===== src/rtl/adc_seq_pkg.sv =====
package adc_seq_pkg;

  typedef enum logic [3:0] {
    S_IDLE,
    S_START_LOW,
    S_START_HIGH,
    S_WAIT_BUSY_HI,
    S_WAIT_BUSY_LO,
    S_CS_SETUP,
    S_READ_LOW,
    S_READ_HIGH,
    S_BYTE_SWITCH,
    S_RELEASE,
    S_HOLDOFF
  } seq_state_e;

  // ceiling division of a nanosecond minimum by the clock period
  function automatic int unsigned ns_to_cyc(int unsigned ns, int unsigned per);
    return (ns + per - 1) / per;
  endfunction

  function automatic int unsigned mx(int unsigned a, int unsigned b);
    return (a > b) ? a : b;
  endfunction

endpackage


===== src/rtl/adc_seq_cnt.sv =====
// Saturating up-counter with synchronous clear.
module adc_seq_cnt #(
  parameter int W = 8
) (
  input  logic         clk,
  input  logic         rst_n,
  input  logic         clr,
  output logic [W-1:0] q
);
  always_ff @(posedge clk or negedge rst_n) begin
    if (!rst_n)          q <= '0;
    else if (clr)        q <= '0;
    else if (q != '1)    q <= q + 1'b1;
  end
endmodule


===== src/rtl/adc_seq_pack.sv =====
// Gathers bus data into a word and holds it on the valid/ready output.
module adc_seq_pack #(
  parameter int DW = 16
) (
  input  logic          clk,
  input  logic          rst_n,
  input  logic          cap_en,
  input  logic          byte_mode,
  input  logic          lo_phase,
  input  logic [DW-1:0] bus,
  input  logic          give,
  input  logic          ready,
  output logic          valid,
  output logic [DW-1:0] data
);
  localparam int HW = DW / 2;

  logic [DW-1:0] acc;

  always_ff @(posedge clk or negedge rst_n) begin
    if (!rst_n) begin
      acc <= '0;
    end else if (cap_en) begin
      if (!byte_mode)    acc          <= bus;
      else if (!lo_phase) acc[DW-1:HW] <= bus[HW-1:0];
      else               acc[HW-1:0]  <= bus[HW-1:0];
    end
  end

  always_ff @(posedge clk or negedge rst_n) begin
    if (!rst_n) begin
      valid <= 1'b0;
      data  <= '0;
    end else if (give) begin
      valid <= 1'b1;
      data  <= acc;
    end else if (valid && ready) begin
      valid <= 1'b0;
    end
  end
endmodule


===== src/rtl/adc_seq.sv =====
module adc_seq
  import adc_seq_pkg::*;
#(
  parameter int unsigned DW             = 16,
  parameter int unsigned CLK_NS         = 5,
  parameter int unsigned T_CONV_LO_NS   = 20,
  parameter int unsigned T_CONV_HI_NS   = 20,
  parameter int unsigned T_RD_LO_NS     = 50,
  parameter int unsigned T_RD_HI_NS     = 20,
  parameter int unsigned T_EN_NS        = 20,
  parameter int unsigned T_CS_HI_NS     = 20,
  parameter int unsigned T_BYTE_NS      = 50,
  parameter int unsigned T_RD2CONV_NS   = 50,
  parameter int unsigned T_ABORT_MIN_NS = 60,
  parameter int unsigned T_ABORT_MAX_NS = 340,
  parameter int unsigned T_CONV_MAX_NS  = 400,
  parameter int unsigned T_MSB_NS       = 10,
  parameter int unsigned T_WD_MARGIN_NS = 100
) (
  input  logic          clk,
  input  logic          rst_n,
  input  logic          start_req,
  input  logic          abort_req,
  input  logic          byte_mode,
  input  logic          adc_busy,
  input  logic [DW-1:0] adc_bus,
  output logic          conv_n,
  output logic          cs_n,
  output logic          rd_n,
  output logic          byte_sel,
  output logic          smp_valid,
  input  logic          smp_ready,
  output logic [DW-1:0] smp_data,
  output logic          busy_timeout
);
  localparam int unsigned C_LO    = ns_to_cyc(T_CONV_LO_NS, CLK_NS);
  localparam int unsigned C_HI    = ns_to_cyc(T_CONV_HI_NS, CLK_NS);
  localparam int unsigned C_RDLO  = mx(ns_to_cyc(T_RD_LO_NS, CLK_NS), ns_to_cyc(T_EN_NS, CLK_NS));
  localparam int unsigned C_RDHI  = ns_to_cyc(T_RD_HI_NS, CLK_NS);
  localparam int unsigned C_BYTE  = mx(ns_to_cyc(T_BYTE_NS, CLK_NS), ns_to_cyc(T_EN_NS, CLK_NS));
  localparam int unsigned C_OFF   = mx(ns_to_cyc(T_RD2CONV_NS, CLK_NS), ns_to_cyc(T_CS_HI_NS, CLK_NS));
  localparam int unsigned C_ABMIN = ns_to_cyc(T_ABORT_MIN_NS, CLK_NS);
  localparam int unsigned C_ABMAX = T_ABORT_MAX_NS / CLK_NS;
  localparam int unsigned C_RDOK  = ns_to_cyc(T_CONV_MAX_NS + T_MSB_NS, CLK_NS);
  localparam int unsigned C_WD    = ns_to_cyc(T_CONV_MAX_NS + T_WD_MARGIN_NS, CLK_NS);
  localparam int unsigned C_TOP   = mx(mx(C_WD, C_RDOK), mx(C_ABMAX, mx(C_OFF, C_BYTE)));
  localparam int          CW      = $clog2(C_TOP + 2);

  localparam logic [CW-1:0] L_LO    = CW'(C_LO - 1);
  localparam logic [CW-1:0] L_HI    = CW'(C_HI - 1);
  localparam logic [CW-1:0] L_RDLO  = CW'(C_RDLO - 1);
  localparam logic [CW-1:0] L_RDHI  = CW'(C_RDHI - 1);
  localparam logic [CW-1:0] L_BYTE  = CW'(C_BYTE - 1);
  localparam logic [CW-1:0] L_OFF   = CW'(C_OFF - 1);
  localparam logic [CW-1:0] L_ABMIN = CW'(C_ABMIN - 1);  // edge lands one cycle after decision
  localparam logic [CW-1:0] L_ABMAX = CW'(C_ABMAX - 1);
  localparam logic [CW-1:0] L_RDOK  = CW'(C_RDOK);
  localparam logic [CW-1:0] L_WD    = CW'(C_WD);

  seq_state_e    state, state_n;
  logic [CW-1:0] cnt, ccnt;
  logic          mode_q, lo_phase, aborting;
  logic          cap_en, give, timeout, ab_set, abort_hit;

  // cnt: cycles spent in the current state; ccnt: cycles since start edge
  adc_seq_cnt #(.W(CW)) u_phase (.clk(clk), .rst_n(rst_n), .clr(state_n != state), .q(cnt));
  adc_seq_cnt #(.W(CW)) u_conv  (.clk(clk), .rst_n(rst_n), .clr(state == S_IDLE),  .q(ccnt));

  assign abort_hit = abort_req && (ccnt >= L_ABMIN) && (ccnt <= L_ABMAX);

  always_comb begin
    state_n = state;
    cap_en  = 1'b0;
    give    = 1'b0;
    timeout = 1'b0;
    ab_set  = 1'b0;
    case (state)
      S_IDLE:         if (start_req && !smp_valid) state_n = S_START_LOW;
      S_START_LOW:    if (cnt == L_LO) state_n = aborting ? S_HOLDOFF : S_START_HIGH;
      S_START_HIGH:   if (cnt == L_HI) state_n = S_WAIT_BUSY_HI;
      S_WAIT_BUSY_HI: begin
        if (adc_busy) state_n = S_WAIT_BUSY_LO;
        else if (ccnt >= L_WD) begin
          timeout = 1'b1;
          state_n = S_HOLDOFF;
        end
      end
      S_WAIT_BUSY_LO: begin
        if (abort_hit) begin
          ab_set  = 1'b1;
          state_n = S_START_LOW;
        end else if (!adc_busy && ccnt >= L_RDOK) begin
          state_n = S_CS_SETUP;
        end else if (ccnt >= L_WD) begin
          timeout = 1'b1;
          state_n = S_HOLDOFF;
        end
      end
      S_CS_SETUP:     state_n = S_READ_LOW;
      S_READ_LOW: begin
        if (cnt == L_RDLO) begin
          cap_en  = 1'b1;
          state_n = (mode_q && !lo_phase) ? S_READ_HIGH : S_RELEASE;
        end
      end
      S_READ_HIGH:    if (cnt == L_RDHI) state_n = S_BYTE_SWITCH;
      S_BYTE_SWITCH:  if (cnt == L_BYTE) state_n = S_READ_LOW;
      S_RELEASE: begin
        give    = 1'b1;
        state_n = S_HOLDOFF;
      end
      S_HOLDOFF:      if (cnt == L_OFF) state_n = S_IDLE;
      default:        state_n = S_IDLE;
    endcase
  end

  always_ff @(posedge clk or negedge rst_n) begin
    if (!rst_n) begin
      state        <= S_IDLE;
      mode_q       <= 1'b0;
      lo_phase     <= 1'b0;
      aborting     <= 1'b0;
      busy_timeout <= 1'b0;
    end else begin
      state        <= state_n;
      busy_timeout <= timeout;
      if (state == S_IDLE) begin
        mode_q   <= byte_mode;
        lo_phase <= 1'b0;
        aborting <= 1'b0;
      end else begin
        if (state == S_READ_HIGH && state_n == S_BYTE_SWITCH) lo_phase <= 1'b1;
        if (ab_set) aborting <= 1'b1;
      end
    end
  end

  assign conv_n   = (state != S_START_LOW);
  assign rd_n     = (state != S_READ_LOW);
  assign cs_n     = !(state inside {S_CS_SETUP, S_READ_LOW, S_READ_HIGH, S_BYTE_SWITCH, S_RELEASE});
  assign byte_sel = lo_phase;

  adc_seq_pack #(.DW(DW)) u_pack (
    .clk(clk), .rst_n(rst_n), .cap_en(cap_en), .byte_mode(mode_q), .lo_phase(lo_phase),
    .bus(adc_bus), .give(give), .ready(smp_ready), .valid(smp_valid), .data(smp_data)
  );
endmodule


===== config.mk =====
export PLATFORM = sky130hd
export DESIGN_NAME = adc_seq
export DESIGN_NICKNAME = d
export VERILOG_FILES = /design/src/rtl/adc_seq_pkg.sv /design/src/rtl/adc_seq_cnt.sv /design/src/rtl/adc_seq_pack.sv /design/src/rtl/adc_seq.sv
export SDC_FILE = /design/constraint.sdc
export NUM_CORES = 1
export LEC_CHECK = 0
export CAP_MARGIN = 20
export CORE_ASPECT_RATIO = 1.75
export CORE_MARGIN = 10
export CORE_UTILIZATION = 25
export DETAILED_ROUTE_END_ITERATION = 12
export PLACE_DENSITY_LB_ADDON = 0.12
export SYNTH_ARGS = -nofsm -noshare
export SYNTH_HDL_FRONTEND = slang
export SYNTH_SLANG_ARGS = --single-unit

===== constraint.sdc =====
create_clock -name clk -period 2.1 [get_ports clk]
set_input_delay 0.525 -clock clk [delete_from_list [all_inputs] [get_ports clk]]
set_output_delay 0.525 -clock clk [all_outputs]
set_load 0.01 [all_outputs]

* Yosys cells after proc, flatten, opt, wreduce, memory -nomap -nowiden
Index checks and enable logic that the tools add are counted.
Word-level totals: logic and storage cells 94, register bits after elaboration 55, bits of input ports 23, output and inout port bits 22
Cells by class: magnitude comparators 4, reductions and logical operators 20, equality and inequality tests 20, muxes and demuxes 37, add/subtract/negate cells 2
Operator list (count):
- 2-to-1 mux 4 bit | 13
- case mux 4 bit (11 select lines) | 1
- 2-to-1 mux 7 bit | 4
- equality test 4 x 3 -> 1 bit, second input constant | 4
- equality test 4 bit, second input constant | 4
- 2-to-1 mux 16 bit | 1
- 2-to-1 mux 8 bit | 2
- 2-to-1 mux 1 bit | 15
- adder 7 x 1 -> 7 bit, second input constant | 2
- >= comparator 7 bit, second input constant | 2
- != test 7 bit, second input constant | 2
- nonzero test 2 bit | 5
- equality test 4 x 2 -> 1 bit, second input constant | 2
- equality test 7 x 2 -> 1 bit, second input constant | 1
- equality test 7 x 4 -> 1 bit, second input constant | 1
- >= comparator 7 x 4 -> 1 bit, second input constant | 1
- less-or-equal comparator 7 bit, second input constant | 1
- logical AND 1 bit | 7
- nonzero test 5 bit | 1
- equality test 4 x 1 -> 1 bit, second input constant | 1
- logical NOT 1 bit | 4
- logical NOT 4 bit | 1
- != test 4 x 1 -> 1 bit, second input constant | 1
- != test 4 x 3 -> 1 bit, second input constant | 1
- 5 further kinds | 6

* Longest topological paths before layout
depth in word-level cells 9, depth in mapped cells 7, gate-level depth less buffers 7

* Hierarchy
Synthesis repeated with hierarchy kept, for this count alone.
Unflattened totals: cells, all modules 268, area, all modules 2860.2 um2
By module, submodules not included:
- adc_seq_pack | cells an instance 96, area each 1328.8 um2, times used 1, sequential area each 825.8 um2
- adc_seq | cells an instance 106, area each 833.3 um2, times used 1, sequential area each 200.2 um2
- adc_seq_cnt | cells an instance 33, area each 349.1 um2, times used 2, sequential area each 175.2 um2

* Least setup slack after synthesis
No wires, ideal clock.
path type reg2reg, from register u_conv.q[0], to register u_phase.q[3], setup slack -0.172 ns, clock period less this slack 2.272 ns, stages on the path, launching flop included 7, data arrival time 2.179 ns, path through dfrtp_1 ha_1 a211o_1 a211oi_1 o221ai_2 a2111o_1 a221oi_2
Between the ends: cells in the longest elaborated chain, start to end 7, elaborated cells on any way between the ends 15, those cells by class 4 x order compare; 1 x eq/ne; 6 x mux; 4 x reduce/logical
Ends and longest elaborated chain:
- start, declared | RTL line adc_seq_cnt.sv:8 | output logic [W-1:0] q
- start signal, assigned | RTL line adc_seq_cnt.sv:13 | else if (q != '1) q <= q + 1'b1;
- >= comparator 7 bit (tied with other cells) | RTL line adc_seq.sv:83, adc_seq.sv:94
- 2-to-1 mux 4 bit (tied with other cells) | RTL line adc_seq.sv:83, adc_seq.sv:94
- 2-to-1 mux 4 bit / logical AND 1 bit (equally long branches) | RTL line adc_seq.sv:92, adc_seq.sv:69
- 2-to-1 mux 4 bit | RTL line adc_seq.sv:89 | if (abort_hit) begin
- case mux 4 bit (11 select lines) * | RTL line adc_seq.sv:77 | case (state)
- != test 4 bit * | RTL line adc_seq.sv:66 | adc_seq_cnt #(.W(CW)) u_phase (.clk(clk), .rst_n(rst_n), .clr(state_n != state), .q(cnt));
- 2-to-1 mux 7 bit / nonzero test 2 bit (equally long branches)
- end signal, assigned | RTL line adc_seq_cnt.sv:13
- end, declared | RTL line adc_seq_cnt.sv:8
Every way passes the cells marked *; elsewhere a longest branch is shown, timed or not. A chain may end at the register's enable or synchronous reset.

* Final worst setup path
from register u_conv.q[1], to register u_phase.q[6]
The elaborated chain is that of the path after synthesis.

==> results.py <==
metrics = {
    "run_status": {
        "outcome": "finished, violations left",
        "violations": "negative setup slack",
    },
    "cts": {
        "clk_latency_ns": 0.30,
        "hold_buffers": 0,
        "cts.clk_slew.worst_paths_ns": 0.08,
        "cts_root_buffer": "clkbuf_16",
        "clock_path_buffers": 2,
        "cts_tree": "yes",
        "cts_buffers": 5,
        "clock_sink_count": 55,
        "htree_levels": 2,
    },
    "logic_synthesis": {
        "seq_area_frac_synth_pct": 48.8,
        "synth_top_cell_by_area": "dfrtp_1",
        "synth_mux_area_share_pct": 13.2,
        "synthDominantCellAreaShare_pct": 48.8,
        "ys.flop_type": "dfrtp_1",
        "synth_cells": 259,
        "synth_compound_area_share_pct": 14.9,
        "synth_area_leaders": "dfrtp_1 49%, mux2_2 10%, mux2i_1 3.2%",
        "synth-simple-area-share_pct": 16.6,
        "synthXorXnorAreaFrac_pct": 1.55,
        "yosys_register_bits": 55,
        "syn-num-nets": 286,
        "synthTopCellsByCount": "55 x dfrtp_1, 25 x mux2_2, 20 x nand2_1",
        "yosys_warnings": 0,
        "synth_edf_count": 0,
        "synth_top_family_by_area": "simple AND/OR/NAND/NOR gates",
        "synthAdderAreaFrac_pct": 1.77,
        "ys_types": 54,
        "synth_most_common_cell": "dfrtp_1",
        "synth_area_um2": 2820,
        "syn_avg_cell_area_um2": 10.9,
        "ys_async_sr_fraction_pct": 100,
    },
    "cells_and_area": {
        "fin_area_um2": 4020,
        "n_fill_cell": 1139,
        "fin_nets": 371,
        "antennaDiodeCount": 0,
        "layout-drive-gt1-share_pct": 32.5,
        "finish.utilization_pct": 36.2,
        "area_growth_pct": 42.7,
    },
    "run": {
        "maxCapViolations": 0,
    },
    "detailed_routing": {
        "via_count": 2309,
        "drc": 0,
        "routed_wl_um": 8410,
        "wl_per_cell_um": 17.6,
        "dr.pass1.iters": 4,
        "final_antenna_net_count": 0,
        "drtIter0Drc": 64,
        "avgViaCountPerCell": 4.84,
    },
    "timing": {
        "final_hold_viol_count": 0,
        "min_period_over_period_pct": 102,
        "drv_slew": 0,
        "fmaxAchievable_mhz": 465,
        "grt_setup_unrepaired": "true",
        "timing.slew.headroom_pct": 77.1,
        "worstMarginPinSlew_ns": 0.342,
        "layout_setup_ws_ns": -0.0524,
        "fin_worst_skew_ns": 0.00672,
        "setup_viol": 5,
        "fin_crit_ns": 2.15,
    },
    "pwr": {
        "power.leakage_nw": 1.80,
        "power_density_nw_per_um2": 1180,
        "ir_worst_vdd_mv": 0.436,
    },
    "floorplan": {
        "die_y_um": 161,
        "start_util_pct": 25.4,
        "fp.coreArea_um2": 11100,
        "die-area_um2": 16100,
        "std_cell_rows": 51,
        "io_pins": 45,
        "die_width_um": 100,
    },
    "setup_path": {
        "crit_required_ns": 2.31,
        "critPathLaunchType": "flip-flop",
        "cp-end-kind": "flip-flop",
        "crit_arrival_ns": 2.36,
        "worstPathMaxFanout": 7,
        "path_class": "flip-flop to flip-flop",
    },
    "placed_design": {
        "placed_cell_area_um2": 3710,
        "place_congestion": 0.767,
        "port-buffer-count": 44,
        "pre_cts_slack_ns": -0.192,
        "hpwlAfterDp_um": 6100,
    },
    "global_routing": {
        "gr-usage-all-layers_pct": 10.6,
        "grt_overflow": 0,
        "grt_pass1_vias": 2574,
        "grt_max_degree": 56,
        "grt_pass1_wl_um": 13500,
        "antenna_found_initial": 0,
    },
    "worst_hold_path": {
        "hold_class": "input pin to asynchronous set/reset pin",
    },
}
metal layers:
layer | share of wire (%) | vias up | global-route usage [%]
met5 | 0 | - | 0
met4 | 2.2 | 0 | 4.32
met3 | 3.8 | 11 | 2.36
met2 | 55 | 44 | 19.7
met1 | 39 | 1142 | 10.9
li1 | - | 1112 | -
metrics by stage:
stage	cells	setup TNS (ns)	power [mW]	hold slack [ns]
floorplan	259	-0.0168	2.72	0.229
global placement	461	-1.06	3.67	0.455
detailed placement	461	-1.03	3.67	0.466
CTS	473	-0.752	4.70	0.227
global route	477	-0.754	5.08	0.235
finish	477	-0.164	4.76	0.212
report_power, final:
group | internal (mW) | switching [mW]
registers | 1.36 | 0.215
logic | 1.15 | 1.11
clock network | 0.488 | 0.435
total | 3.00 | 1.76
flip-flops by register name (all words and copies together) (netlist names):
name          count
u_phase.q         7
u_pack.valid      1
u_conv.q          7
byte_sel          1
aborting          1
mode_q            1
busy_timeout      1
state             4
u_pack.data      16
u_pack.acc       16
logic make-up after synthesis:
family                   count (synthesis)
AO/OA/AOI/OAI                           57
multiplexers                            34
buffers and inverters                   21
flip-flops                              55
AND/OR/NAND/NOR                         83
XOR/XNOR                                 5
adder cells (fa/ha/maj)                  4
critical path, cell delays in order (launching register included):
cell and delay, ns:
dfrtp_1 0.41, or4_4 0.54, o211ai_4 0.18, o221ai_2 0.12, a2111o_1 0.42, buf_12 0.16, a211oi_1 0.22
cells in the final DEF, fill, tap and decap left out, drive strengths merged, types with 3 or more instances in the layout:
cell type,instances
clkbuf,7
or2,3
nand2b,4
clkdlybuf4s50,40
nor3b,3
and4,3
nor4,4
buf,49
o311ai,5
dfrtp,55
mux2i,9
nor2b,5
a211oi,10
inv,8
nor3,3
o21ai,15
and3,6
a21oi,8
ha,4
nor2,14
nand2,20
xnor2,4
nand3,9
mux2,25
cell type report:
class	instances	area (um^2)	area share, %
clock inverter	2	20.0	0.498
multi-input combinational	183	1440	35.7
clock buffer	6	139	3.45
timing repair buffer	92	858	21.3
tap	132	165	4.10
inverter	7	26.3	0.653
sequential	55	1380	34.3
final timing paths:
check,start,end,slack [ns],cells after the start
hold / removal,rst_n,u_pack.data[6],0.21,2
setup reg to reg,u_conv.q[1],u_phase.q[6],-0.05,6
setup / recovery,u_conv.q[1],u_phase.q[6],-0.05,6
min in group clk,u_pack.acc[9],u_pack.acc[9],0.48,2
max in group asynchronous,rst_n,state[3],1.60,2
hold reg to reg,u_pack.acc[9],u_pack.acc[9],0.48,2
what timing repair did:
| action | CTS | global route |
|---|---|---|
| resized for setup | 14 | 11 |
| pin swaps | 8 | 4 |
| cloned | 0 | 0 |
| endpoints found under the setup margin | 11 | 10 |
| buffers inserted | 4 | 4 |
(Power assumes the default switching activity.)
